File: src/rtl/phy_mgmt_pkg.sv
package phy_mgmt_pkg;
  localparam int PHY_DW  = 16;
  localparam int PHY_RAW = 5;
  localparam int PHY_NREG = 2 ** PHY_RAW;
  localparam int PHY_PAW = 5;

  localparam int IDX_CTRL = 0;
  localparam int IDX_STAT = 1;

  localparam int CTRL_SOFTRST = 15;
  localparam int CTRL_ANEG    = 12;
  localparam int STAT_LINK    = 2;
  localparam int STAT_ANDONE  = 5;

  localparam int HOST_CMD  = 0;
  localparam int HOST_ADDR = 1;
  localparam int HOST_WDAT = 2;
  localparam int HOST_STS  = 3;

  typedef struct packed {
    logic               phyWr;
    logic [PHY_RAW-1:0] regIdx;
    logic [PHY_DW-1:0]  wrData;
  } phyStrobe_t;

  function automatic logic [PHY_DW-1:0] phyResetWord(input int idx, input logic link);
    logic [PHY_DW-1:0] v;
    case (idx)
      0: v = 16'h1140;
      1: v = 16'h7968;
      2: v = 16'h0022;
      3: v = 16'h1550;
      4: v = 16'h01E1;
      5: v = 16'hCDE1;
      default: v = '0;
    endcase
    if (idx == IDX_STAT) begin
      v[STAT_LINK]   = link;
      v[STAT_ANDONE] = link;
    end
    return v;
  endfunction
endpackage

File: src/rtl/phy_mgmt_ctrl.sv
module phy_mgmt_ctrl
  import phy_mgmt_pkg::*;
#(
  parameter int HOST_AW  = 2,
  parameter int BUS_W    = 32,
  parameter int PHY_ADDR = 1
) (
  input  logic               clk,
  input  logic               rst_n,
  input  logic               busWrEn,
  input  logic               busRdEn,
  input  logic [HOST_AW-1:0] busAddr,
  input  logic [BUS_W-1:0]   busWrData,
  output logic [BUS_W-1:0]   busRdData,
  input  logic [PHY_DW-1:0]  phyRdData,
  output logic [PHY_RAW-1:0] phyRdIdx,
  output phyStrobe_t         strb
);
  localparam int PA_LO = 8;
  localparam int PA_HI = PA_LO + PHY_PAW - 1;

  logic [PHY_PAW-1:0] phySel;
  logic [PHY_RAW-1:0] regSel;
  logic [PHY_DW-1:0]  wdatReg;
  logic [PHY_DW-1:0]  stsReg;
  logic               phyMatch;
  logic               cmdRead;
  logic [BUS_W-1:0]   rdMux;
  logic               unusedHi;

  assign phyMatch = (phySel == PHY_PAW'(PHY_ADDR));
  assign cmdRead  = busWrEn && (busAddr == HOST_AW'(HOST_CMD)) && busWrData[0];
  assign phyRdIdx = regSel;
  assign unusedHi = ^busWrData[BUS_W-1:PHY_DW];

  always_comb begin
    strb.phyWr  = busWrEn && (busAddr == HOST_AW'(HOST_WDAT)) && phyMatch;
    strb.regIdx = regSel;
    strb.wrData = busWrData[PHY_DW-1:0];
  end

  always_ff @(posedge clk) begin
    if (!rst_n) begin
      phySel  <= '0;
      regSel  <= '0;
      wdatReg <= '0;
      stsReg  <= '0;
    end else if (busWrEn) begin
      if (busAddr == HOST_AW'(HOST_ADDR)) begin
        phySel <= busWrData[PA_HI:PA_LO];
        regSel <= busWrData[PHY_RAW-1:0];
      end
      if (busAddr == HOST_AW'(HOST_WDAT)) wdatReg <= busWrData[PHY_DW-1:0];
      if (cmdRead) stsReg <= phyMatch ? phyRdData : '1;
    end
  end

  always_comb begin
    rdMux = '0;
    case (busAddr)
      HOST_AW'(HOST_ADDR): begin
        rdMux[PA_HI:PA_LO]   = phySel;
        rdMux[PHY_RAW-1:0]   = regSel;
      end
      HOST_AW'(HOST_WDAT): rdMux[PHY_DW-1:0] = wdatReg;
      HOST_AW'(HOST_STS):  rdMux[PHY_DW-1:0] = stsReg;
      default:             rdMux = '0;
    endcase
  end

  always_ff @(posedge clk) begin
    if (!rst_n) busRdData <= '0;
    else if (busRdEn) busRdData <= rdMux;
  end


  foreign_read_chk: assert property (@(posedge clk) disable iff (!rst_n)
    (cmdRead && !phyMatch) |=> (stsReg == '1));


  local_read_chk: assert property (@(posedge clk) disable iff (!rst_n)
    (cmdRead && phyMatch) |=> (stsReg == $past(phyRdData)));


  sts_hold_chk: assert property (@(posedge clk) disable iff (!rst_n)
    !cmdRead |=> $stable(stsReg));
endmodule

File: src/rtl/phy_mgmt_regfile.sv
module phy_mgmt_regfile
  import phy_mgmt_pkg::*;
(
  input  logic               clk,
  input  logic               rst_n,
  input  logic               linkUp,
  input  phyStrobe_t         strb,
  input  logic [PHY_RAW-1:0] rdIdx,
  output logic [PHY_DW-1:0]  rdData
);
  logic [PHY_NREG-1:0][PHY_DW-1:0] regs;
  logic [PHY_NREG-1:0][PHY_DW-1:0] regsNxt;
  logic linkPrev;
  logic linkChg;
  logic [PHY_DW-1:0] wv;

  assign linkChg = (linkUp != linkPrev);
  assign rdData  = regs[rdIdx];

  always_ff @(posedge clk) begin
    if (!rst_n) linkPrev <= linkUp;
    else        linkPrev <= linkUp;
  end

  always_comb begin
    regsNxt = regs;
    wv      = strb.wrData;
    if (strb.phyWr) begin
      if (strb.regIdx == PHY_RAW'(IDX_CTRL)) begin
        if (wv[CTRL_SOFTRST]) begin
          for (int i = 0; i < PHY_NREG; i++) regsNxt[i] = phyResetWord(i, linkUp);
          wv[CTRL_SOFTRST] = 1'b0;
        end
        if (wv[CTRL_ANEG]) begin
          wv[CTRL_ANEG] = 1'b0;
          regsNxt[IDX_STAT][STAT_ANDONE] = 1'b1;
        end
      end
      regsNxt[strb.regIdx] = wv;
    end
    if (linkChg) begin
      regsNxt[IDX_STAT][STAT_LINK]   = linkUp;
      regsNxt[IDX_STAT][STAT_ANDONE] = linkUp;
    end
  end

  for (genvar g = 0; g < PHY_NREG; g++) begin : g_reg
    always_ff @(posedge clk) begin
      if (!rst_n) regs[g] <= phyResetWord(g, linkUp);
      else        regs[g] <= regsNxt[g];
    end
  end


  link_follow_chk: assert property (@(posedge clk) disable iff (!rst_n)
    linkChg |=> (regs[IDX_STAT][STAT_LINK] == $past(linkUp)) &&
                (regs[IDX_STAT][STAT_ANDONE] == $past(linkUp)));


  aneg_done_chk: assert property (@(posedge clk) disable iff (!rst_n)
    (strb.phyWr && strb.regIdx == PHY_RAW'(IDX_CTRL) && strb.wrData[CTRL_ANEG] && !linkChg)
      |=> (regs[IDX_STAT][STAT_ANDONE] && !regs[IDX_CTRL][CTRL_ANEG]));


  softrst_clear_chk: assert property (@(posedge clk) disable iff (!rst_n)
    (strb.phyWr && strb.regIdx == PHY_RAW'(IDX_CTRL)) |=> !regs[IDX_CTRL][CTRL_SOFTRST]);


  no_write_hold_chk: assert property (@(posedge clk) disable iff (!rst_n)
    (!strb.phyWr && !linkChg) |=> $stable(regs));
endmodule

File: src/rtl/phy_mgmt_bank.sv
module phy_mgmt_bank
  import phy_mgmt_pkg::*;
#(
  parameter int HOST_AW  = 2,
  parameter int BUS_W    = 32,
  parameter int PHY_ADDR = 1
) (
  input  logic               clk,
  input  logic               rst_n,
  input  logic               busWrEn,
  input  logic               busRdEn,
  input  logic [HOST_AW-1:0] busAddr,
  input  logic [BUS_W-1:0]   busWrData,
  output logic [BUS_W-1:0]   busRdData,
  input  logic               linkUp
);
  phyStrobe_t         strb;
  logic [PHY_DW-1:0]  phyRdData;
  logic [PHY_RAW-1:0] phyRdIdx;

  phy_mgmt_ctrl #(.HOST_AW(HOST_AW), .BUS_W(BUS_W), .PHY_ADDR(PHY_ADDR)) u_ctrl (
    .clk(clk), .rst_n(rst_n), .busWrEn(busWrEn), .busRdEn(busRdEn),
    .busAddr(busAddr), .busWrData(busWrData), .busRdData(busRdData),
    .phyRdData(phyRdData), .phyRdIdx(phyRdIdx), .strb(strb)
  );

  phy_mgmt_regfile u_regs (
    .clk(clk), .rst_n(rst_n), .linkUp(linkUp), .strb(strb),
    .rdIdx(phyRdIdx), .rdData(phyRdData)
  );
endmodule

File: config.mk
export PLATFORM = sky130hd
export DESIGN_NAME = phy_mgmt_bank
export DESIGN_NICKNAME = d
export VERILOG_FILES = /design/src/rtl/phy_mgmt_pkg.sv /design/src/rtl/phy_mgmt_ctrl.sv /design/src/rtl/phy_mgmt_regfile.sv /design/src/rtl/phy_mgmt_bank.sv
export SDC_FILE = /design/constraint.sdc
export NUM_CORES = 1
export LEC_CHECK = 0
export ABC_AREA = 1
export BUFFER_PORTS_ARGS = -buffer_cell sky130_fd_sc_hd__buf_4
export CORE_ASPECT_RATIO = 0.8
export CORE_MARGIN = 4
export CORE_UTILIZATION = 52
export CTS_CLUSTER_DIAMETER = 30
export DETAILED_ROUTE_END_ITERATION = 10
export GPL_ROUTABILITY_DRIVEN = 0
export PLACE_DENSITY = 0.71
export SLEW_MARGIN = 20
export SYNTH_ARGS = -nofsm -noshare
export SYNTH_HDL_FRONTEND = slang
export SYNTH_SLANG_ARGS = --single-unit
File: constraint.sdc
create_clock -name clk -period 2 [get_ports clk]
set_input_delay 0.6 -clock clk [delete_from_list [all_inputs] [get_ports clk]]
set_output_delay 0.6 -clock clk [all_outputs]
set_load 0.005 [all_outputs]
==> impl_metrics.py, run 1 <==
metrics = {
    "floorplan": {
        "die_y_um": 210.1,
        "top_level_ports": 71,
        "rows": 73,
        "die-area_um2": 54740,
        "chipWidth_um": 260.6,
        "start_util_pct": 53.02,
        "core-area_um2": 50050,
    },
    "sta": {
        "relSlewSlack_pct": 55.56,
        "finalSetupViolations": 1,
        "fin_skew_ns": 0.02029,
        "fin_crit_sh_pct": 100.6,
        "final.setup.tns_ns": -0.01278,
        "fin_ws_ns": -0.01278,
        "slew_viol_final": 0,
        "hold_viol_final": 0,
        "period_minus_slack_ns": 2.013,
        "rsz0062_at_grt": "true",
        "fmax_mhz": 496.8,
        "worstMarginPinSlew_ns": 0.6667,
    },
    "worst_hold_path": {
        "hp-start": "linkUp",
        "hold_path.class": "in -> reg",
    },
    "routing": {
        "routed_via_density": 5.519,
        "post_drt_wl_per_cell_um": 18.48,
        "drc": 0,
        "drt_iter0_drc": 4113,
        "wl_um": 91680,
        "drtAntennaViolNets": 0,
        "vias": 27380,
        "first_pass_iters": 5,
    },
    "synth": {
        "synth_adder_area_share_pct": 0,
        "ys.flop_type": "dfxtp_1",
        "avgSynthCellArea_um2": 6.423,
        "yosysWarnings": 0,
        "synth_seq_cells": 571,
        "synth_cell_types": 33,
        "synthMuxAreaShare_pct": 0,
        "async_flop_share_pct": 0,
        "yosys.area.top_type": "dfxtp_1",
        "syn_area_um2": 26540,
        "synthXorXnorAreaFrac_pct": 0,
        "synth_top_family_by_area": "simple AND/OR/NAND/NOR gates",
        "ys_seq_area_share_pct": 43.15,
        "synth-edff-count": 2,
        "synth.area.top_cells": "dfxtp_1 43%, nand2_1 32%, a21oi_1 10%, clkbuf_1 2.3%, nor2_1 1.6%",
        "synth-simple-area-share_pct": 37.31,
        "synthCells": 4132,
        "post-synth-top-area-fraction_pct": 42.92,
        "synth_compound_area_share_pct": 12.45,
    },
    "global_route": {
        "overflow": 0,
        "grt_max_degree": 90,
        "first_global_vias": 24460,
        "grt_usage_pct": 32.30,
        "grt_antenna_before_repair": 1,
        "grt_pass1_wl_um": 140800,
    },
    "layout": {
        "num-fill-cells": 4358,
        "multi_input_area_um2": 13450,
        "layout-drive-gt1-share_pct": 12.51,
        "syn_to_final_growth_pct": 23.39,
        "nNetsFinal": 4232,
        "regArea_um2": 11460,
        "instances_no_fill": 4960,
        "n_antenna_cell": 0,
    },
    "clock_tree": {
        "clkTransAtPathRegs_ns": 0.06,
        "cts_max_level": 3,
        "cts_num_sinks": 571,
        "clockRootBuffer": "clkbuf_16",
        "clock_path_buffers": 3,
        "cts_tree": "yes",
        "clk_latency_ns": 0.65,
        "ctsHoldBuffers": 0,
        "numCtsBuffers": 107,
    },
    "critical_path": {
        "path_class": "reg -> reg",
        "crit_buf_inv": 4,
        "crit_family": "simple AND/OR/NAND/NOR gates",
        "crit_fanout": 15,
        "end_kind": "flop",
        "rrSetupSlack_ns": -0.01,
        "path_common_cell": "nand2_1",
        "start_kind": "flop",
        "worstReg2RegStart": "u_ctrl.phyRdIdx[0]",
        "crit_start": "u_ctrl.phyRdIdx[0]",
        "worstPathArrival_ns": 2.60,
        "required_ns": 2.59,
        "worst_path_largest_cell_delay_ns": 0.42,
        "critPathSlowestCell": "dfxtp_4",
        "worstPathCellList": "buf_6 > buf_4 > buf_4 > nand2_1 > nand2_1 > nand2_1 > nand2_1 > nand2_1 > nand2_1 > nor2_1 > nand3_1 > nand2_1 > inv_1",
    },
    "power_and_ir_drop": {
        "p_leak_nw": 13.67,
        "irDropWorstVdd_mv": 0.7420,
        "p_per_area_nw_per_um2": 976.4,
    },
    "run_status": {
        "status": "finished, violations left",
        "violations": "negative setup slack",
    },
    "run": {
        "drv_cap": 0,
    },
    "placed_design": {
        "port-buffer-count": 38,
        "place_inst": 4745,
        "hpwlAfterDp_um": 56210,
    },
}
routing by layer:
layer | wire length (um) | up-vias | global-route usage, %
met5 | 10 | - | 0
met4 | 2783 | 2 | 10.60
met3 | 10640 | 207 | 8.276
met2 | 38920 | 1426 | 46.72
met1 | 39330 | 12670 | 47.13
li1 | - | 13070 | -
flip-flops by register name, indices dropped and copies added (netlist names):
name / count
u_ctrl.wdatReg: 16
u_ctrl.phyRdIdx: 5
u_ctrl.phySel: 5
u_regs.linkPrev: 1
u_ctrl.busRdData: 16
u_regs.regs: 512
u_ctrl.stsReg: 16
repair_timing:
item,4_1_cts,5_1_grt
pin swaps,1,14
endpoints found under the hold margin,0,0
setup endpoints to repair,178,315
cloned,0,2
setup buffers,4,8
resized for setup,10,44
cells in the final DEF, fill, tap and decap left out, drive strengths merged, types with 32 or more instances in the layout:
cell / netlist / final
o21ai: 68 / 68
nor2: 137 / 137
inv: 90 / 93
clkinv: 3 / 32
a21oi: 540 / 540
buf: 148 / 246
dfxtp: 569 / 569
nand2: 2289 / 2291
clkbuf: 163 / 146
nand3: 66 / 66
synth_stat cells, types with 2 or more instances:
cell,instances
nand2_4,3
nand2_1,2270
buf_2,69
o211ai_1,20
nor2_2,7
dfxtp_1,569
buf_6,14
edfxtp_1,2
clkinv_1,3
inv_4,3
inv_2,12
nand3_1,66
buf_4,43
inv_1,75
nor3_1,7
buf_1,22
nor3_4,10
nand2_2,15
o21ai_1,5
nor3_2,4
nor2_1,113
a21oi_1,539
clkbuf_1,163
o22ai_1,5
o221ai_1,7
nor2_4,17
o21ai_0,63
through the flow:
stage	util (%)	total power [W]	area [um2]	setup WS (ns)	hold WS, ns
3_3_place_gp	57.09	0.01333	28580	-0.07990	0.4223
2_1_floorplan	-	0.01258	26600	0.002464	0.4151
3_5_place_dp	57.09	0.01333	28580	-0.1209	0.4294
6_report	65.42	0.03197	32740	-0.01278	0.1081
5_1_grt	65.42	0.03272	32740	-0.07318	0.08860
4_1_cts	64.81	0.03191	32440	0.009962	0.08485
power by group:
| group | internal (W) | switching [W] | leakage, nW |
|---|---|---|---|
| logic | 0.000459 | 0.00130 | 7.22 |
| registers | 0.0115 | 0.0000300 | 4.61 |
| clock network | 0.0125 | 0.00624 | 1.84 |
| total | 0.0244 | 0.00756 | 13.7 |
cells by family after synthesis:
family / count (synthesis)
other cells: 1
flops: 571
simple gates: 2514
compound gates: 642
buf+inv: 404
cell type report:
type / count / share of cell area, %
inverters: 93 / 1.162
clock buffers: 146 / 9.343
well taps: 675 / 2.579
flip-flops and latches: 571 / 34.99
clock inverters: 55 / 2.193
repair buffers: 246 / 8.663
multi-input cells: 3174 / 41.07
path summary, 6_finish.rpt:
path / endpoint / depth (start not counted)
worst max-delay path: u_ctrl.stsReg[15] / 13
worst min-delay path: u_regs.linkPrev / 1
worst min register to register: u_regs.regs[15] / 2
worst max register to register: u_ctrl.stsReg[15] / 13
(Power assumes the default switching activity.)
==> inputs of run 2 (changes only) <==
==> constraint.sdc (replaced) <==
create_clock -name clk -period 1.67 [get_ports clk]
set_input_delay 0.167 -clock clk [delete_from_list [all_inputs] [get_ports clk]]
set_output_delay 0.167 -clock clk [all_outputs]
set_load 0.005 [all_outputs]
==> run 2 against run 1 <==
The run still ends with negative setup slack left. Final cell count rose by 2.3%. Clock skew rose by 0.0015 ns. Highest routed layer is now met4. Setup slack lost 0.25 ns. Global-route usage rose by 2.2 points. Register-to-register slack got worse by 0.25 ns. Maximum frequency grew 4.1%.
==> impl_metrics.py, run 2 (synthesized netlist as in run 1, its figures left out) <==
metrics = {
    "sta": {
        "worstMarginPinSlew_ns": 0.7087,
        "finalSetupViolations": 527,
        "period_minus_slack_ns": 1.933,
        "relSlewSlack_pct": 52.75,
        "fin_hold_ws_ns": 0.06842,
        "fin_ws_ns": -0.2634,
        "hold_viol_final": 0,
        "fin_crit_sh_pct": 115.8,
        "rsz0062_at_grt": "true",
        "slew_viol_final": 0,
        "fin_skew_ns": 0.02179,
        "fmax_mhz": 517.2,
    },
    "placed_design": {
        "port-buffer-count": 38,
        "placedInstanceArea_um2": 29550,
        "hpwlAfterDp_um": 60420,
    },
    "clock_tree": {
        "numCtsBuffers": 106,
        "clk_latency_ns": 0.65,
        "clock_path_buffers": 3,
        "cts_num_sinks": 571,
        "cts_max_level": 3,
        "cts_tree": "yes",
        "clockRootBuffer": "clkbuf_16",
        "clkTransAtPathRegs_ns": 0.05,
    },
    "global_route": {
        "first_global_vias": 26040,
        "overflow": 0,
        "grt_pass1_wl_um": 149500,
        "grt_usage_pct": 34.48,
        "grt_max_degree": 57,
        "grt_antenna_before_repair": 0,
    },
    "worst_hold_path": {
        "hp-start": "busAddr[0]",
        "hold_path.class": "in -> reg",
        "min_delay_path_depth": 8,
        "hold_path_end": "u_ctrl.busRdData[10]",
    },
    "critical_path": {
        "start_kind": "flop",
        "worstReg2RegStart": "u_ctrl.phyRdIdx[0]",
        "worstPathArrival_ns": 2.49,
        "rr_worst_depth": 10,
        "path_class": "reg -> reg",
        "end_kind": "flop",
        "rrSetupSlack_ns": -0.26,
        "required_ns": 2.23,
        "crit_fanout": 13,
        "r2r_end": "u_regs.regs[56]",
    },
    "floorplan": {
        "start_util_pct": 53.02,
        "core-area_um2": 50050,
        "rows": 73,
        "die-area_um2": 54740,
        "top_level_ports": 71,
        "die_y_um": 210.1,
        "chipWidth_um": 260.6,
    },
    "layout": {
        "layout_commonest_cell": "nand2_1",
        "largest_reg_flops": 512,
        "syn_to_final_growth_pct": 30.94,
        "regMostFlops": "u_regs.regs",
        "nNetsFinal": 4347,
        "layout-drive-gt1-share_pct": 17.55,
        "num-fill-cells": 4031,
        "mostFrequentLayoutCells": "2194 x nand2_1, 564 x dfxtp_1, 519 x a21oi_1",
        "fin_area_um2": 34750,
        "n_antenna_cell": 0,
    },
    "routing": {
        "wl_um": 98960,
        "post_drt_wl_per_cell_um": 19.51,
        "drc": 0,
        "first_pass_iters": 10,
        "drtAntennaViolNets": 0,
        "vias": 28610,
        "routed_via_density": 5.640,
        "drt_iter0_drc": 4076,
    },
    "power_and_ir_drop": {
        "power_w": 0.03867,
        "p_leak_nw": 14.61,
        "irDropWorstVdd_mv": 1.087,
        "p_per_area_nw_per_um2": 1113,
    },
    "run_status": {
        "status": "finished, violations left",
        "violations": "negative setup slack",
    },
    "run": {
        "drv_cap": 0,
    },
}
==> run 2: changes by cell type in the layout (fill, tap and decap cells not counted), moves of 12 or more <==
cell / previous run / this run
buf_6: 7 / 23
nor2_1: 99 / 77
a21oi_2: 2 / 19
a21oi_1: 538 / 519
inv_6: 4 / 16
nand2_1: 2266 / 2194
dlygate4sd3_1: 0 / 18
buf_4: 162 / 210
buf_12: 77 / 95
nand2_2: 17 / 79
==> run 2: worst max path at each step <==
stage | from | end | cells after the start
finish | u_ctrl.phyRdIdx[0] | u_regs.regs[56] | 10
global route | u_ctrl.phyRdIdx[0] | u_regs.regs[473] | 11
CTS | u_ctrl.phyRdIdx[0] | u_ctrl.stsReg[3] | 14
detailed placement | u_ctrl.phyRdIdx[0] | u_ctrl.stsReg[2] | 15
global placement | u_ctrl.phyRdIdx[0] | u_ctrl.stsReg[2] | 15
floorplan | u_ctrl.phyRdIdx[2] | u_regs.regs[18] | 10
==> run 2: final cells by class <==
| cell class | count | area [um2] | share of cell area [%] |
|---|---|---|---|
| Sequential cell | 571 | 11460 | 32.99 |
| Clock inverter | 73 | 907.1 | 2.611 |
| Timing Repair Buffer | 362 | 4343 | 12.50 |
| Clock buffer | 125 | 2835 | 8.159 |
| Tap cell | 675 | 844.6 | 2.431 |
| Inverter | 93 | 386.6 | 1.113 |
| Multi-Input combinational cell | 3174 | 13970 | 40.20 |
==> run 2: routing by layer <==
layer | global-route usage [%] | part of all wire, %
met1 | 49.44 | 41
met2 | 49.34 | 42
met3 | 8.889 | 13
met4 | 14.43 | 4.1
met5 | 0 | 0
==> run 2: report_power, final <==
part,internal [W],total (W),switching [W],leakage [nW]
clock,0.0147,0.0224,0.00767,1.78
sequential,0.0137,0.0138,0.0000369,4.61
combinational,0.000842,0.00256,0.00172,8.22
total,0.0292,0.0387,0.00943,14.6
==> run 2: through the flow <==
| step | setup TNS, ns | setup WS, ns | cells | utilization, % |
|---|---|---|---|---|
| 4_1_cts | -33.10 | -0.2006 | 5064 | 68.20 |
| 6_report | -82.51 | -0.2634 | 5073 | 69.42 |
| 2_1_floorplan | -0.03120 | -0.03120 | 4147 | - |
| 3_3_place_gp | -63.59 | -0.3415 | 4831 | 59.05 |
| 5_1_grt | -118.35 | -0.3316 | 5073 | 69.42 |
| 3_5_place_dp | -76.56 | -0.3715 | 4831 | 59.05 |
==> run 2: critical path, stage by stage, from the launching register on <==
cell and delay [ns]:
dfxtp_4 0.37, buf_12 0.17, nor2_4 0.17, inv_2 0.08
nor2_4 0.16, nand2_4 0.13, buf_12 0.18, inv_1 0.14
buf_12 0.14, nor2_1 0.05, o211ai_1 0.23
==> run 2: timing repair <==
action	in CTS	in global routing
hold buffers	18	0
pin swaps	26	32
resized for setup	117	132
endpoints found under the setup margin	525	528
buffers inserted	11	3
cloned	7	7
endpoints found under the hold margin	189	0
